===== config.mk =====
export PLATFORM = sky130hd
export DESIGN_NAME = scnt5_top
export DESIGN_NICKNAME = d
export VERILOG_FILES = /design/src/rtl/scnt5_pkg.sv /design/src/rtl/scnt5_next.sv /design/src/rtl/scnt5_reg.sv /design/src/rtl/scnt5_decode.sv /design/src/rtl/scnt5_top.sv
export SDC_FILE = /design/constraint.sdc
export NUM_CORES = 1
export LEC_CHECK = 0
export CELL_PAD_IN_SITES_DETAIL_PLACEMENT = 1
export CELL_PAD_IN_SITES_GLOBAL_PLACEMENT = 2
export CORE_AREA = 5 5 42 44
export CTS_CLUSTER_SIZE = 10
export DETAILED_ROUTE_END_ITERATION = 7
export DIE_AREA = 0 0 47 49
export PLACE_DENSITY = 0.38
export SYNTH_ARGS = -nofsm -noshare
export SYNTH_HDL_FRONTEND = slang
export SYNTH_SLANG_ARGS = --single-unit

===== constraint.sdc =====
create_clock -name clk -period 0.9 [get_ports clk]
set_clock_uncertainty 0.2 [all_clocks]
set_input_delay 0.18 -clock clk [delete_from_list [all_inputs] [get_ports clk]]
set_output_delay 0.18 -clock clk [all_outputs]
set_load 0.005 [all_outputs]

===== src/rtl/scnt5_pkg.sv =====
package scnt5_pkg;

    localparam int STATE_W = 3;
    localparam logic [STATE_W-1:0] RESET_CODE = 3'b000;

    typedef struct packed {
        logic c;
        logic b;
        logic a;
    } scnt_state_t;

    // Minimized next-state equations; unused codes were don't-cares.
    function automatic scnt_state_t scnt_next(input scnt_state_t s);
        scnt_state_t n;
        n.c = s.a;
        n.b = ~s.b | (~s.a & ~s.c);
        n.a = s.b & ~s.c;
        return n;
    endfunction

    // In the loop unless the code is one of the three unused ones.
    function automatic logic scnt_in_loop(input scnt_state_t s);
        logic bad;
        bad = (~s.c & ~s.b &  s.a)
            | ( s.c & ~s.b & ~s.a)
            | ( s.c &  s.b &  s.a);
        return ~bad;
    endfunction

endpackage


===== src/rtl/scnt5_next.sv =====
module scnt5_next
    import scnt5_pkg::*;
(
    input  scnt_state_t cur,
    output scnt_state_t nxt
);
    always_comb begin
        nxt = scnt_next(cur);
    end
endmodule


===== src/rtl/scnt5_reg.sv =====
module scnt5_reg
    import scnt5_pkg::*;
#(
    parameter bit HAS_RST = 1'b1
) (
    input  logic               clk,
    input  logic               rst,
    input  logic [STATE_W-1:0] d,
    output logic [STATE_W-1:0] q
);
    generate
        if (HAS_RST) begin : g_rst
            always_ff @(posedge clk) begin
                if (rst) q <= RESET_CODE;
                else     q <= d;
            end
        end else begin : g_free
            logic unused_rst;
            assign unused_rst = rst;
            always_ff @(posedge clk) begin
                q <= d;
            end
        end
    endgenerate
endmodule


===== src/rtl/scnt5_decode.sv =====
module scnt5_decode
    import scnt5_pkg::*;
(
    input  scnt_state_t cur,
    output logic        in_loop
);
    always_comb begin
        in_loop = scnt_in_loop(cur);
    end
endmodule


===== src/rtl/scnt5_top.sv =====
module scnt5_top
    import scnt5_pkg::*;
#(
    parameter bit HAS_RST = 1'b1
) (
    input  logic               clk,
    input  logic               rst,
    output logic [STATE_W-1:0] state,
    output logic               valid
);
    scnt_state_t       cur_s;
    scnt_state_t       nxt_s;
    logic [STATE_W-1:0] q_bits;

    assign cur_s = scnt_state_t'(q_bits);

    scnt5_next u_next (
        .cur (cur_s),
        .nxt (nxt_s)
    );

    scnt5_reg #(.HAS_RST(HAS_RST)) u_reg (
        .clk (clk),
        .rst (rst),
        .d   (nxt_s),
        .q   (q_bits)
    );

    scnt5_decode u_dec (
        .cur     (cur_s),
        .in_loop (valid)
    );

    assign state = q_bits;
endmodule


After elaboration in Yosys (flattened, before gate mapping)
Index checks and enable logic that the tools add are counted.
{ "classes": {"add_sub_neg": 0, "n_lt_le_gt_ge": 0, "n_mux": 0, "bitwise": 15, "n_eq_ne": 0, "shift": 0, "div_mod_pow": 0, "mul": 0, "n_reduce_logical": 0} }
{ "op_table": {"columns": ["operator", "n"], "rows": [
  ["$and 1x1->1", 8],
  ["$not 1->1", 4],
  ["$or 1x1->1", 3]
]} }
{ "totals": {"mem_count": 0, "out_inout_bits": 4, "romBits": 0, "reg_bits": 3, "latchBits": 0, "ram_bits": 0, "inputBits": 2} }

Longest topological paths before layout
Gate-level depths: netlist (run 1).
{ "depth": {"ltp_word": 6, "depth_mapped": 2, "mapped_depth_nobuf": 2} }

By module
From an unflattened synthesis (run 1), not the netlist that was laid out.
{ "unflattened": {"hier_cells": 12, "hier_area_um2": 118.9} }
{ "by_module_without_submodules": {"columns": ["module", "instances", "cells_each", "area_per_inst_um2", "seq_area_each_um2"], "rows": [
  ["scnt5_reg", 1, 6, 78.8, 60.1],
  ["scnt5_decode", 1, 3, 21.3, 0.0],
  ["scnt5_next", 1, 3, 18.8, 0.0]
]} }

Worst setup path after synthesis (run 1)
OpenSTA, ideal clock, no wires.
{ "synth_timing": {"kind": "register to output", "from": "reg u_reg.q[2]", "to": "out valid", "t_required_ps": 520, "slack_ps": -112, "path_stages_with_launch": 3, "arrival_ps": 632, "path_buffers": 0, "cell_sequence": "dfxtp_1 nor3b_1 a21oi_1"} }
{ "synth_between": {"elab_chain_cells": 6, "elab_cells_between_ends": 10, "classes_between": "bitwise (10)"} }
{ "synth_lines": {"columns": ["element", "line_no", "source"], "rows": [
  ["from (decl)", "scnt5_reg.sv:9", "output logic [STATE_W-1:0] q"],
  ["from (signal assigned)", "scnt5_reg.sv:14", "if (rst) q <= RESET_CODE;"],
  ["from (signal assigned)", "scnt5_reg.sv:15", "else q <= d;"],
  ["$not 1->1", "scnt5_pkg.sv:24", "bad = (~s.c & ~s.b & s.a)"],
  ["$and 1x1->1 (2 in a row)", "scnt5_pkg.sv:24", null],
  ["$or 1x1->1", "scnt5_pkg.sv:25", "| ( s.c & ~s.b & ~s.a)"],
  ["$or 1x1->1 *", "scnt5_pkg.sv:26", "| ( s.c & s.b & s.a);"],
  ["$not 1->1 *", "scnt5_pkg.sv:27", "return ~bad;"],
  ["to (decl)", "scnt5_top.sv:9", "output logic valid"]
]} }
Mark *: on every way between the ends. The rest lies on a longest branch, timed or not.

Worst setup path after layout (run 1)
Ends and elaborated chain as after synthesis.

==> results of run 1 <==
==> worst paths after layout <==
path | endpoint | cells past startpoint | start | slack [ps]
setup / recovery | valid | 3 | u_reg.q[2] | -420
hold / removal | u_reg.q[1] | 2 | rst | 400
setup reg to reg | u_reg.q[0] | 4 | u_reg.q[2] | -210
hold reg to reg | u_reg.q[2] | 2 | u_reg.q[0] | 410
==> metrics by stage <==
stage	util, %	cell area [µm²]	std cells	hold WS, ps	power (mW)
after floorplan	-	116	11	44.2	0.174
after global placement	14.4	201	34	342	0.215
after detailed placement	14.4	201	34	338	0.215
after CTS	15.9	223	38	337	0.461
after global routing	18.8	264	40	397	0.517
final	18.8	264	40	404	0.459
==> layout make-up <==
cell class | instances | area share [%]
Timing Repair Buffer | 10 | 33.2
Sequential cell | 3 | 25.1
Multi-Input combinational cell | 7 | 24.2
Clock buffer | 4 | 9.95
Tap cell | 16 | 7.58
==> cell families (layout without fill, tap and decap cells) <==
group                  Yosys count  after routing  share of synthesized area (%)
AND/OR/NAND/NOR                  4              4                           22.0
flip-flops                       3              3                           52.7
AO/OA/AOI/OAI                    2              2                           11.0
XOR/XNOR                         1              1                           7.69
buffers and inverters            1             14                           6.60
==> synthesized netlist by cell type <==
library cell,number,area share [%]
a21oi_1,1,4.4
buf_4,1,6.6
dfxtp_1,3,53
nor2_1,1,3.3
nor2b_1,1,5.5
nor3b_1,2,13
o21a_1,1,6.6
xnor2_1,1,7.7
==> power breakdown <==
group	internal, mW	switching (mW)
clock network	0.166	0.0701
logic	0.0474	0.0212
registers	0.143	0.0111
total	0.356	0.102
==> per-layer routing <==
| metal | global-route usage, % | up-vias |
|---|---|---|
| met5 | 0 | - |
| met4 | 4.15 | 0 |
| met3 | 6.64 | 2 |
| met2 | 3.39 | 7 |
| met1 | 4.17 | 59 |
| li1 | - | 64 |
==> repair_timing <==
item	in CTS	in global routing
endpoints found under the setup margin	7	7
setup buffers	0	2
hold buffers	0	0
pin swaps	0	1
gates resized for setup	16	8
==> results.md, run 1 <==
* DR WL met3 at 49 µm
* Die ar. at 0.00230 mm²
* Period utilization at 147%
* Worst path top cell family by delay: flip-flops
* Clk sinks at 3
* Final-report hold violation count at 0
* Pins Over Slew Limit at 0
* Met1 wire length at 145 µm
* Number of fillers in the final layout at 176
* Die Span X at 47 µm
* # IOs at 6
* Outcome: finished, violations left
* Rel. slew slack at 87.0%
* Synth cell types at 8
* Total wire length at a little under 400 µm
* GRT Total Usage at approximately 4.3%
* Final ANT Viol Nets at 0
* Critical Path Sink Type: primary output
* Total number of vias at 132
* Maximum clock path buffer count at 2
* Maxcap violations at 0
* Drt pass-1 iters at 2
* Max layer used: met4
* Max Freq at 758 MHz
* Final setup viols at 6
* Crit-path slowest cell: dfxtp_2
* RSZ-0062 raised after global routing: true
* Commonest non-fill, non-tap cell in the layout: buf_6
* Setup TNS at -1530 ps
* Commonest non-fill, non-tap cells in the layout: buf_6, clkbuf_4, buf_4
* Routability cong. at approximately 0.54
* WL/cell at between 9 and 10 µm
* P_leak at 0.110 nW
* Share of cells above drive strength 1 at about three quarters
* Slew at the pin with the worst max-slew slack at 195 ps
* Synth warn at 0
* Failing checks: setup timing
* GR Overflow Total at 0
* Place WS at -574 ps
* CTS buffer count at 3
* Crit-path cells: nor3b_2 -> a21oi_1 -> buf_2
* Post-synthesis area per instance at 10.4 µm²
* NumNets Final at 27
* Synthesized Nets at 13
* Mapped Area at 114 µm²
* Area growth syn-to-layout at 132%
* Antenna cells at 0
* Core box area at 0.00140 mm²
* Pwr/cell area at 1740 mW/mm²
* Worst Hold Class: in2reg
* Setup CP Type: reg2out
* CP required at 520 ps
* Htree depth at 1
* Worst VDD drop at 0.000662 V
* Register area at 66.3 µm²
* First-pass GRT wire length at approximately 560 µm
* Clk slew on worst S/H paths at 40 ps
* FF+latch count, synth at 3
* DRC at 0
* Worst path bufs/invs at 1
* Drt via density at 3.30
* CP startpoint kind: flip-flop
* Top flop regs: u_reg.q x3
* Min cycle time layout at 1320 ps
* Max reg flops at 3
* Vias in the first global route at 133
* Iter 0 DRT Violations at 1
* Largest stage delay, worst path at 320 ps
* Multi-input gate area at about 64 µm²
* Row count at 14
* Worst Path Arrival at 940 ps
* Met2 WL at 191 µm
* Sequential-to-total area share from yosys stat at 52.7%
* Gate Count Post-Synth at 11
* Root Driver: clkbuf_4
* Initial antenna violation count at 0
* Reg with most FFs: u_reg.q
* Initial Utilization at 8.12%
* Worst Path Max Fanout at 3
* Port-buffer cells at 5
* Die Ht at 49 µm
* Largest net degree at the start of global routing at 5
* Final WS setup at -420 ps
* TritonCTS clock tree: yes
* Worst-skew pair later-pin latency at approximately 230 ps
No activity file was read; power rests on OpenSTA's default activity.
==> run 2, diff against run 1 <==
Settings changed: CTS_CLUSTER_SIZE 10 to 20.
==> results of run 2 <==
No change in the layout: final DEF, timing and power equal those of run 1.
==> run 3, diff against run 2 <==
Clock period 0.9 ns to 1.2 ns, I/O delays scaled along.
==> results.md, run 3 (same netlist as run 1, synthesis figures left out) <==
* Top flop regs: u_reg.q x3
* Comb pwr share at 16.6%
* GRT Total Usage at 4.29%
* Total wire length at between 300 and 400 µm
* Final setup viols at 4
* Share of cells above drive strength 1 at 62.5%
* Slew at the pin with the worst max-slew slack at 158 ps
* Clk slew on worst S/H paths at 40 ps
* DR WL met3 at 51 µm
* First-pass GRT wire length at between 600 and 700 µm
* Iter 0 DRT Violations at 1
* Max Freq at 724 MHz
* DRC at 0
* Max reg flops at 3
* Final WS setup at -180 ps
* Detailed Place HPWL at 234 µm
* Outcome: finished, violations left
* Critical path launch point: u_reg.q[1]
* Min cycle time layout at approximately 1400 ps
* Area growth syn-to-layout at 125%
* Largest stage delay, worst path at 340 ps
* P_leak at 0.106 nW
* Commonest non-fill, non-tap cell in the layout: buf_6
* Largest net degree at the start of global routing at 4
* Worst-skew pair later-pin latency at 230 ps
* Max layer used: met3
* Die Ht at 49 µm
* Sequential power share at 32.8%
* Worst r2r src: u_reg.q[1]
* Clock power frac at 50.6%
* Maxcap violations at 0
* Failing checks: setup timing
* Root Driver: clkbuf_4
* CP startpoint kind: flip-flop
* Commonest non-fill, non-tap cells in the layout: buf_6, clkbuf_4, nor3b_1, buf_4, dfxtp_2
* Die ar. at roughly 0.0023 mm²
* Core box area at about 0.0014 mm²
* Maximum clock path buffer count at 2
* CTS buffer count at 3
* Final-report hold violation count at 0
* Drt pass-1 iters at 2
* Antenna cells at 0
* Switching Fraction at 21.3%
* Die Span X at ~47 µm
* Initial antenna violation count at 0
* Vias in the first global route at ~150
* Setup TNS at -356 ps
* Routability cong. at 0.619
* Crit-path cells: xnor2_1 -> a21oi_1 -> buf_2
* CP required at 760 ps
* # hold bufs at CTS at 0
* Pint at 272 µW
* Reg with most FFs: u_reg.q
* Critical Path Sink Type: primary output
* P_sw at 73.6 µW
* Htree depth at 1
* Number of fillers in the final layout at roughly 170
* Pins Over Slew Limit at 0
* TritonCTS clock tree: yes
* Total number of vias at 134
* Period utilization at 115%
* Hold Slack at 330 ps
* Worst Hold Class: reg2reg
* Met2 WL at 157 µm
* Initial Utilization at 8.12%
* Clk sinks at 3
* HP Start: u_reg.q[2]
* Rel. slew slack at about nine tenths
* Crit-path slowest cell: dfxtp_4
* Worst Path Max Fanout at 3
* Drt via density at approximately 3.4
* WL/cell at 9.10 µm
* Met1 wire length at about 150 µm
* RSZ-0062 raised after global routing: true
* Worst Path Arrival at 940 ps
* Row count at 14
* Final ANT Viol Nets at 0
* Total power draw at roughly 350 µW
* Setup CP Type: reg2out
* Pwr/cell area at about 1300 mW/mm²
* Port-buffer cells at 5
* NumNets Final at 27
* GR Overflow Total at 0
* # IOs at 6
* Worst VDD drop at 0.000392 V
run 3: changes by cell type in the layout (fill, tap and decap cells not counted), sizes merged:
cell | previous run | this run
clkbuf | 5 | 4
buf | 8 | 9
run 3: path summary, 6_finish.rpt:
kind	slack [ps]	cells after the start	to
setup / recovery	-180	3	valid
hold / removal	330	2	u_reg.q[0]
setup reg to reg	60	4	u_reg.q[0]
hold reg to reg	330	2	u_reg.q[0]
run 3: worst max-delay path, delay by kind of cell (launching register included):
kind,cells,cell delay (ps)
DFF,1,340
buffers and inverters,1,130
xor gates and xnor gates,1,120
AOI/OAI and AO/OA,1,120
run 3: cell type report:
type	count	area [µm²]	share of cell area [%]
repair buffers	10	97.6	38.0
well taps	16	20.0	7.80
clock buffers	4	26.3	10.2
flip-flops and latches	3	66.3	25.9
multi-input cells	7	46.3	18.0
run 3: metrics by stage:
stage               instance area [µm²]  utilization [%]  setup WS, ps  std cells
finish                              256             18.3          -180         40
floorplan                           114                -           128         11
CTS                                 256             18.3          -212         40
detailed placement                  199             14.2          -393         34
global placement                    199             14.2          -369         34
global route                        256             18.3          -262         40
run 3: layer usage:
layer / up-vias / track usage, %
li1: 63 / -
met1: 65 / 3.95
met2: 6 / 5.43
met3: 0 / 4.80
met4: 0 / 2.76
met5: - / 0
run 3: repair_timing:
action	CTS	global route
setup endpoints to repair	4	4
resized for setup	26	2
pin swaps	1	0
buffers inserted	2	2
run 3: power by group through the flow:
stage / combinational (mW) / sequential (mW) / clock (mW)
finish: 0.0574 / 0.113 / 0.175
global route: 0.0635 / 0.115 / 0.190
CTS: 0.0578 / 0.113 / 0.187
detailed placement: 0.0451 / 0.115 / 0
global placement: 0.0448 / 0.114 / 0
floorplan: 0.0143 / 0.115 / 0
